`src/rtl/isu_pkg.sv`:
```
package isu_pkg;
  localparam int unsigned DATA_W    = 32;
  localparam int unsigned ERRADDR_W = 64;
  localparam int unsigned IDX_W     = 4;
  localparam int unsigned NSRC      = 2;
  localparam int unsigned STAT_W    = 8;
  localparam int unsigned BUSY_BIT  = 7;

  localparam logic [IDX_W-1:0] IDX_ADDR_LO = 4'd0;
  localparam logic [IDX_W-1:0] IDX_ADDR_HI = 4'd1;
  localparam logic [IDX_W-1:0] IDX_CAUSE   = 4'd3;
  localparam logic [IDX_W-1:0] IDX_EN_SET  = 4'd5;
  localparam logic [IDX_W-1:0] IDX_EN_CLR  = 4'd7;
  localparam logic [IDX_W-1:0] IDX_DSTAT   = 4'd8;

  localparam int unsigned SRC_DRIVE = 0;
  localparam int unsigned SRC_BUSERR = 1;
endpackage

```
`src/rtl/isu_cause_bank.sv`:
```
module isu_cause_bank
  import isu_pkg::*;
(
  input  logic            clk,
  input  logic            rst_n,
  input  logic [NSRC-1:0] event_i,
  input  logic [NSRC-1:0] clr_i,
  input  logic [NSRC-1:0] en_set_i,
  input  logic [NSRC-1:0] en_clr_i,
  output logic [NSRC-1:0] cause_o,
  output logic [NSRC-1:0] en_o,
  output logic            irq_o
);
  logic [NSRC-1:0] cause_q, cause_d;
  logic [NSRC-1:0] en_q, en_d;
  logic            irq_q, irq_d;

  for (genvar g = 0; g < NSRC; g++) begin : g_src
    always_comb begin
      cause_d[g] = event_i[g] | (cause_q[g] & ~clr_i[g]);
      en_d[g]    = en_set_i[g] | (en_q[g] & ~en_clr_i[g]);
    end
  end

  always_comb irq_d = |(cause_q & en_q);

  always_ff @(posedge clk or negedge rst_n) begin
    if (!rst_n) begin
      cause_q <= '0;
      en_q    <= '0;
      irq_q   <= 1'b0;
    end else begin
      cause_q <= cause_d;
      en_q    <= en_d;
      irq_q   <= irq_d;
    end
  end

  assign cause_o = cause_q;
  assign en_o    = en_q;
  assign irq_o   = irq_q;
endmodule

```
`src/rtl/isu_err_capture.sv`:
```
module isu_err_capture
  import isu_pkg::*;
(
  input  logic                 clk,
  input  logic                 rst_n,
  input  logic                 err_i,
  input  logic                 held_i,
  input  logic [ERRADDR_W-1:0] addr_i,
  output logic [ERRADDR_W-1:0] addr_o
);
  logic [ERRADDR_W-1:0] addr_q, addr_d;
  logic                 load;

  always_comb begin
    load   = err_i & ~held_i;
    addr_d = load ? addr_i : addr_q;
  end

  always_ff @(posedge clk or negedge rst_n) begin
    if (!rst_n) addr_q <= '0;
    else        addr_q <= addr_d;
  end

  assign addr_o = addr_q;
endmodule

```
`src/rtl/isu_read_mux.sv`:
```
module isu_read_mux
  import isu_pkg::*;
(
  input  logic                 clk,
  input  logic                 rst_n,
  input  logic                 rd_i,
  input  logic [IDX_W-1:0]     idx_i,
  input  logic [ERRADDR_W-1:0] addr_i,
  input  logic [NSRC-1:0]      cause_i,
  input  logic [NSRC-1:0]      en_i,
  input  logic [STAT_W-1:0]    dstat_i,
  output logic [DATA_W-1:0]    rdata_o,
  output logic                 rvalid_o
);
  localparam int unsigned HALF = ERRADDR_W / 2;
  logic [DATA_W-1:0] sel, rdata_q, rdata_d;
  logic              rvalid_q;

  always_comb begin
    sel = '0;
    case (idx_i)
      IDX_ADDR_LO:            sel = DATA_W'(addr_i[HALF-1:0]);
      IDX_ADDR_HI:            sel = DATA_W'(addr_i[ERRADDR_W-1:HALF]);
      IDX_CAUSE:              sel = DATA_W'(cause_i);
      IDX_EN_SET, IDX_EN_CLR: sel = DATA_W'(en_i);
      IDX_DSTAT:              sel = DATA_W'(dstat_i);
      default:                sel = '0;
    endcase
    rdata_d = rd_i ? sel : rdata_q;
  end

  always_ff @(posedge clk or negedge rst_n) begin
    if (!rst_n) begin
      rdata_q  <= '0;
      rvalid_q <= 1'b0;
    end else begin
      rdata_q  <= rdata_d;
      rvalid_q <= rd_i;
    end
  end

  assign rdata_o  = rdata_q;
  assign rvalid_o = rvalid_q;
endmodule

```
`src/rtl/isu_top.sv`:
```
module isu_top
  import isu_pkg::*;
(
  input  logic                 clk,
  input  logic                 rst_n,
  input  logic                 wr_i,
  input  logic                 rd_i,
  input  logic [IDX_W-1:0]     idx_i,
  input  logic [DATA_W-1:0]    wdata_i,
  output logic [DATA_W-1:0]    rdata_o,
  output logic                 rvalid_o,
  input  logic                 drv_irq_i,
  input  logic                 bus_err_i,
  input  logic [ERRADDR_W-1:0] err_addr_i,
  input  logic [STAT_W-1:0]    drv_stat_i,
  output logic                 irq_o
);
  logic [1:0]           rst_sync_q;
  logic                 rst_n_int;
  logic [NSRC-1:0]      events, cause_clr, en_set, en_clr, cause_q, en_q;
  logic [ERRADDR_W-1:0] err_addr_q;
  logic                 dstat_ack;

  always_ff @(posedge clk or negedge rst_n) begin
    if (!rst_n) rst_sync_q <= 2'b00;
    else        rst_sync_q <= {rst_sync_q[0], 1'b1};
  end
  assign rst_n_int = rst_sync_q[1];

  always_comb begin
    events                = '0;
    events[SRC_DRIVE]     = drv_irq_i;
    events[SRC_BUSERR]    = bus_err_i;
    dstat_ack             = rd_i & (idx_i == IDX_DSTAT) & ~drv_stat_i[BUSY_BIT];
    cause_clr             = (wr_i && idx_i == IDX_CAUSE) ? wdata_i[NSRC-1:0] : '0;
    cause_clr[SRC_DRIVE]  = cause_clr[SRC_DRIVE] | dstat_ack;
    en_set                = (wr_i && idx_i == IDX_EN_SET) ? wdata_i[NSRC-1:0] : '0;
    en_clr                = (wr_i && idx_i == IDX_EN_CLR) ? wdata_i[NSRC-1:0] : '0;
  end

  isu_cause_bank u_bank (
    .clk(clk), .rst_n(rst_n_int), .event_i(events), .clr_i(cause_clr),
    .en_set_i(en_set), .en_clr_i(en_clr), .cause_o(cause_q), .en_o(en_q),
    .irq_o(irq_o)
  );

  isu_err_capture u_cap (
    .clk(clk), .rst_n(rst_n_int), .err_i(bus_err_i),
    .held_i(cause_q[SRC_BUSERR]), .addr_i(err_addr_i), .addr_o(err_addr_q)
  );

  isu_read_mux u_rd (
    .clk(clk), .rst_n(rst_n_int), .rd_i(rd_i), .idx_i(idx_i),
    .addr_i(err_addr_q), .cause_i(cause_q), .en_i(en_q), .dstat_i(drv_stat_i),
    .rdata_o(rdata_o), .rvalid_o(rvalid_o)
  );
endmodule

```
`config.mk`:
```
export PLATFORM = sky130hd
export DESIGN_NAME = isu_top
export DESIGN_NICKNAME = d
export VERILOG_FILES = /design/src/rtl/isu_pkg.sv /design/src/rtl/isu_cause_bank.sv /design/src/rtl/isu_err_capture.sv /design/src/rtl/isu_read_mux.sv /design/src/rtl/isu_top.sv
export SDC_FILE = /design/constraint.sdc
export NUM_CORES = 1
export LEC_CHECK = 0
export BUFFER_PORTS_ARGS = -buffer_cell sky130_fd_sc_hd__buf_2
export CAP_MARGIN = 20
export CORE_UTILIZATION = 55
export CTS_CLUSTER_DIAMETER = 200
export CTS_CLUSTER_SIZE = 28
export DETAILED_ROUTE_END_ITERATION = 16
export PLACE_DENSITY = 0.89
export SLEW_MARGIN = 20
export SYNTH_ARGS = -nofsm -noshare
export SYNTH_HDL_FRONTEND = slang
export SYNTH_HIERARCHICAL = 1
export SYNTH_SLANG_ARGS = --single-unit
```
`constraint.sdc`:
```
create_clock -name clk -period 7.8 [get_ports clk]
set_input_delay 1.56 -clock clk [delete_from_list [all_inputs] [get_ports clk]]
set_output_delay 1.56 -clock clk [all_outputs]
set_load 0.1 [all_outputs]
```
==> metrics.md, run 1 <==
| Metric | Value |
|---|---|
| Status | complete, no violations |
| Max frequency | 296 MHz |
| Setup TNS | 0 ps |
| Area grow syn2layout | 16.3% |
| Seq pwr share | 53.6% |
| N_diodes | 0 |
| Final clock skew | 16.1 ps |
| Post-place setup slack | 4000 ps |
| Clock buffer depth | 2 |
| Total CTS buffers | 9 |
| IO Pins | 148 |
| Max FO, Critical Path | 40 |
| Die height | 94.8 µm |
| Final Hold Vio Count | 0 |
| Post-synthesis cell area | 4740 µm² |
| Syn_nets | 445 |
| Clock Pin Slew Worst Setup and Hold Paths | 100 ps |
| Initial Util | 57.3% |
| Leakage | 2.58 nW |
| Grt ovf | 0 |
| Unique masters post-synth | 35 |
| Power Density | 229 nW/µm² |
| Post-route antenna net violation count | 0 |
| Final Cell Area | 5510 µm² |
| Hold buffers post-CTS | 0 |
| Crit Path Class | in2reg |
| Core ar. | 8260 µm² |
| Power Internal | 912 µW |
| Slew Viols, Final | 0 |
| Area contributors post-synth | dfrtp_1, mux2_4, a22oi_1 |
| Warnings from Yosys | 6 |
| Worst Tran Pin Value | 1010 ps |
| Vias in the first global route | 3149 |
| Clock latency on the worst-skew pair | 360 ps |
| PostCTS Resize Cnt | 0 |
| Sw Ratio | 27.6% |
| Clock sink count | 104 |
| Detailed-route DRC error count | 0 |
| Postcts setup bufs | 0 |
| Synth area leader | dfrtp_1 |
| DRT Pass-1 Iters | 4 |
| Critical path arrival | 3620 ps |
| CTS tree | done |
| Largest net degree at the start of global routing | 68 |
| Hold WS | 294 ps |
| Post-synth top area share | 55.0% |
| Post-DP HPWL | 6.81 mm |
| Clock root buffer | clkbuf_8 |
| Die area | 8990 µm² |
| Overall routing resource usage | 22.4% |
| Placer Congestion | 0.745 |
| DRT iter0 DRCs | 88 |
| IO Port Bufs | 117 |
| Worst endpoint required time | 8040 ps |
| First-pass GRT wire length | 15.2 mm |
| Post-synthesis register bit count | 104 |
| Drt total wl | 9.72 mm |
| Maximum vdd drop | 0.125 mV |
| Post-Syn Area per Cell | 14.3 µm² |
| Minimum clock period | 3380 ps |
| Dpl cell area | 5300 µm² |
| # fillers | 614 |
| Combinational Power Share | 19.0% |
| Fraction of layout cells with a size suffix above 1 | 50.1% |
| Commonest non-fill, non-tap cell in the layout | buf_2 |
| Final period utilization | 43.4% |
| Hold Crit Class | reg2async |
| Final Setup Violations | 0 |
| Total power | 1.26 mW |
| Vias/cell | 5.53 |
| Synth Instances | 331 |
| RSZ-0062 raised after global routing | no |
| Critical Path Start Type | input port |
| P_sw | 348 µW |
| Average wire per standard cell | 17.5 µm |
| Rel. slew slack | 32.8% |
| Fin nets | 558 |
| Power share of the clock group | 27.4% |
| Critical Path End Type | register |
| Setup slack after layout | 4420 ps |
| Site Rows | 33 |
| H-tree levels | 3 |
| Max Cap Viol | 0 |
| Vias post-DR | 3062 |
| Die width | 94.8 µm |
| Sequential fraction of the synthesis area | 55.0% |
| Commonest cells after routing, fill and taps aside | buf_2, dfrtp_1, mux2_4 |
| Initial antenna violation count | 0 |
==> state kept, by name, indices dropped and copies added (netlist names) <==
| name | flops |
|---|---|
| u_rd/rdata_o | 32 |
| u_bank/cause_o | 2 |
| u_rd/rvalid_o | 1 |
| u_bank/en_o | 2 |
| rst_sync_q | 2 |
| u_cap/addr_o | 64 |
| u_bank/irq_o | 1 |
==> layer usage <==
metal / share of wire, % / vias up / routed length, µm / track usage, %
li1: - / 1404 / - / -
met1: 42 / 1531 / 4120 / 27.6
met2: 50 / 115 / 4890 / 38.5
met3: 6.1 / 12 / 595 / 5.31
met4: 1.2 / 0 / 114 / 7.83
met5: 0 / - / 0 / 0
==> worst paths after layout <==
check,start,endpoint,cells after the start,slack (ps)
max in group asynchronous,rst_sync_q[1]$_DFF_PN0_,u_cap/addr_o[53]$_DFFE_PN0P_,1,6320
min reg2reg,rst_sync_q[1]$_DFF_PN0_,u_rd/rdata_o[26]$_DFFE_PN0P_,0,290
max reg2reg,u_bank/cause_o[1]$_DFF_PN0_,u_cap/addr_o[61]$_DFFE_PN0P_,3,5270
max,bus_err_i,u_cap/addr_o[61]$_DFFE_PN0P_,4,4420
min,rst_sync_q[1]$_DFF_PN0_,u_rd/rdata_o[26]$_DFFE_PN0P_,0,290
min in group clk,rst_sync_q[0]$_DFF_PN0_,rst_sync_q[1]$_DFF_PN0_,0,380
==> stage by stage <==
stage,util [%],cells
detailed placement,64.2,538
global placement,64.2,538
CTS,66.7,554
floorplan,-,331
global route,66.7,554
finish,66.7,554
==> synthesized netlist by cell type (all sizes together) <==
master    n
a22oi    30
o22ai    26
nand4b    1
o21ai     3
a211oi    1
a21o      4
nor2      3
nand2     7
nor3b     3
and2      1
mux2     66
or4bb     1
o32ai     1
dfrtp   104
and2b     1
nor3      2
nor2b     2
nand3     6
nor4      1
conb      1
a222oi    2
or4b      1
clkbuf    6
buf      14
a22o      1
o221ai    6
inv      37
==> power groups by stage <==
stage	registers, mW	clock network [mW]	logic (mW)
after floorplan	0.717	0	0.140
after global placement	0.678	0	0.230
after detailed placement	0.686	0	0.239
after CTS	0.675	0.354	0.241
after global routing	0.685	0.372	0.254
final	0.675	0.345	0.239
==> kinds of logic after synthesis <==
family	Yosys count	synth area share (%)
DFF	104	55.0
AOI/OAI and AO/OA	74	13.3
muxes	66	20.4
buffers and inverters	57	7.37
and+or+nand+nor	29	3.83
other	1	0.0792
==> critical path: stages <==
cell	delay [ps]
buf_2	90
nor2b_4	810
buf_4	730
mux2_2	410
==> final cells by class <==
type                            count  area, µm²  area share (%)
Timing Repair Buffer              122        623            11.3
Inverter                           37        139            2.52
Clock inverter                      6       72.6            1.32
Sequential cell                   104       2610            47.3
Multi-Input combinational cell    170       1800            32.6
Tap cell                          105        131            2.39
Clock buffer                       10        138            2.50
(Power assumes the default switching activity.)
==> inputs of run 2 (changes only) <==
- CORE_UTILIZATION: 55 -> 46
- PLACE_DENSITY: 0.89 -> 0.8
- clock period: 7.8 -> 2.81 ns (I/O delays scaled with it)
==> metrics.md, run 2 (synthesis results as in run 1) <==
| Metric | Value |
|---|---|
| Clock buffer depth | 2 (unchanged) |
| Dpl cell area | 5380 µm² (+1.5%) |
| Buffers & Inverters on Critical Path | 1 (-1) |
| DRT Pass-1 Iters | 4 (unchanged) |
| CTS tree | done |
| Post-DP HPWL | 6.86 mm (+0.69%) |
| Critical Path End Type | output pin |
| Hold Path End | rst_sync_q[1]$_DFF_PN0_ |
| Worst Reg-to-Reg Cells | 3 (unchanged) |
| Final Hold Vio Count | 0 (unchanged) |
| Hold Crit Class | reg2reg |
| Leakage | 2.63 nW (+2.0%) |
| Final Cell Area | 5640 µm² (+2.3%) |
| DRT iter0 DRCs | 113 (+28%) |
| Clock sink count | 104 (unchanged) |
| Worst path max stage delay | 430 ps (-380 ps) |
| Minimum clock period | 1750 ps |
| Critical path arrival | 1190 ps (-2430 ps) |
| Area grow syn2layout | 19.0% |
| First-pass GRT wire length | 16.0 mm (+5.2%) |
| Hold buffers post-CTS | 1 (+1) |
| RSZ-0062 raised after global routing | no |
| # fillers | 815 (+33%) |
| Critical Path Start Type | register |
| Final Setup Violations | 0 (unchanged) |
| PostCTS Resize Cnt | 0 (unchanged) |
| Hold WS | 355 ps (+61.2 ps) |
| Maximum vdd drop | 0.488 mV (+290%) |
| Drt total wl | 10.1 mm (+4.2%) |
| Max FO, Critical Path | 2 (-95%) |
| Site Rows | 36 (+9.1%) |
| Reg2reg start | u_bank/cause_o[1]$_DFF_PN0_ |
| Max Cap Viol | 0 (unchanged) |
| Max frequency | 571 MHz |
| Initial Util | 48.0% (-9.3 points) |
| Fin nets | 563 (+0.90%) |
| Total CTS buffers | 9 (unchanged) |
| Placer Congestion | 0.836 (+12%) |
| Clock latency on the worst-skew pair | 380 ps (+20 ps) |
| Setup TNS | 0 ps (unchanged) |
| Die height | 103 µm (+9.2%) |
| Rel. slew slack | 48.2% (+15 points) |
| Reg-to-Reg End | u_cap/addr_o[63]$_DFFE_PN0P_ |
| Final clock skew | 11.0 ps (-5.14 ps) |
| Worst endpoint required time | 2250 ps (-5790 ps) |
| Commonest cells after routing, fill and taps aside | buf_2, dfrtp_1, mux2_4 |
| CP cell instances | buf_2 |
| Power Density | 654 nW/µm² (+190%) |
| N_diodes | 0 (unchanged) |
| Family with the most delay on the worst path | buffers and inverters |
| Final period utilization | 62.3% |
| Clock root buffer | clkbuf_8 |
| Largest net degree at the start of global routing | 59 (-13%) |
| Max reg flops | 64 (unchanged) |
| Worst Tran Pin Value | 778 ps (-228 ps) |
| Status | complete, no violations |
| Crit path launch | u_rd/rdata_o[10]$_DFFE_PN0P_ |
| Average wire per standard cell | 17.3 µm (-1.6%) |
| Fraction of layout cells with a size suffix above 1 | 50.4% (+0.33 points) |
| Vias in the first global route | 3268 (+3.8%) |
| Clock Pin Slew Worst Setup and Hold Paths | 110 ps (about the same) |
| Vias post-DR | 3079 (+0.56%) |
| Detailed-route DRC error count | 0 (unchanged) |
| Crit Path Class | reg2out |
| IO Port Bufs | 117 (unchanged) |
| Reg2reg setup slack | 1160 ps (-4110 ps) |
| Initial antenna violation count | 0 (unchanged) |
| Vias/cell | 5.25 (-5.1%) |
| Post-route antenna net violation count | 0 (unchanged) |
| Overall routing resource usage | 20.3% (-2.2 points) |
| Core ar. | 9860 µm² (+19%) |
| IO Pins | 148 (unchanged) |
| Hold_sp | rst_sync_q[0]$_DFF_PN0_ |
| Post-layout util | 57.1% (-9.6 points) |
| Crit. path cell count | 1 (-3) |
| Die width | 103 µm (+9.2%) |
| Slowest stage cell, crit path | buf_2 |
| Commonest non-fill, non-tap cell in the layout | buf_2 |
| Slew Viols, Final | 0 (unchanged) |
| H-tree levels | 3 (unchanged) |
| Postcts setup bufs | 0 (unchanged) |
| Die area | 10700 µm² (+19%) |
| Grt ovf | 0 (unchanged) |
| Hold Crit Depth | 0 |
==> run 2: cell count changes in the layout (fill, tap and decap cells not counted) <==
| cell | delta |
|---|---|
| clkinv_4 | -1 |
| buf_12 | +1 |
| dlygate4sd3_1 | +1 |
| inv_6 | -1 |
| bufinv_16 | +2 |
| buf_4 | +3 |
| clkinv_2 | +1 |
| clkinvlp_4 | -1 |
==> run 2: metrics by stage <==
| step | power (mW) | instances | setup slack [ps] |
|---|---|---|---|
| finish | 3.68 | 587 | 1060 |
| global route | 3.86 | 587 | 987 |
| CTS | 3.73 | 587 | 1020 |
| detailed placement | 2.57 | 570 | 816 |
| global placement | 2.53 | 570 | 851 |
| floorplan | 2.38 | 331 | 1070 |
==> run 2: report_power, final <==
group	internal, mW	switching [mW]	total (mW)
Combinational	0.362	0.299	0.661
Clock	0.621	0.523	1.14
Sequential	1.73	0.152	1.88
Total	2.71	0.974	3.68
==> run 2: worst reg2reg max path, cell delays in order (launching register included) <==
cell     delay [ps]
dfrtp_1         450
nor2b_4         130
buf_4           520
mux2_2          430
==> run 2: final cells by class <==
| cell class | count | area (µm²) | area share, % |
|---|---|---|---|
| Timing Repair Buffer | 127 | 676 | 12.0 |
| Clock buffer | 10 | 138 | 2.44 |
| Multi-Input combinational cell | 170 | 1800 | 31.9 |
| Tap cell | 133 | 166 | 2.95 |
| Sequential cell | 104 | 2610 | 46.2 |
| Inverter | 37 | 139 | 2.46 |
| Clock inverter | 6 | 113 | 2.00 |
==> run 2: worst max-delay path by stage <==
stage,to,slack [ps]
floorplan,u_bank/cause_o[0]$_DFF_PN0_,1070
finish,rdata_o[10],1060
global route,rdata_o[20],990
CTS,rdata_o[10],1020
detailed placement,u_rd/rdata_o[20]$_DFFE_PN0P_,820
global placement,u_rd/rdata_o[27]$_DFFE_PN0P_,850
==> run 2: per-layer routing <==
metal | GRT usage [%] | vias up | wire length, µm
li1 | - | 1425 | -
met1 | 24.3 | 1540 | 4390
met2 | 33.2 | 101 | 4870
met3 | 8.27 | 13 | 713
met4 | 6.61 | 0 | 155
met5 | 0 | - | 0
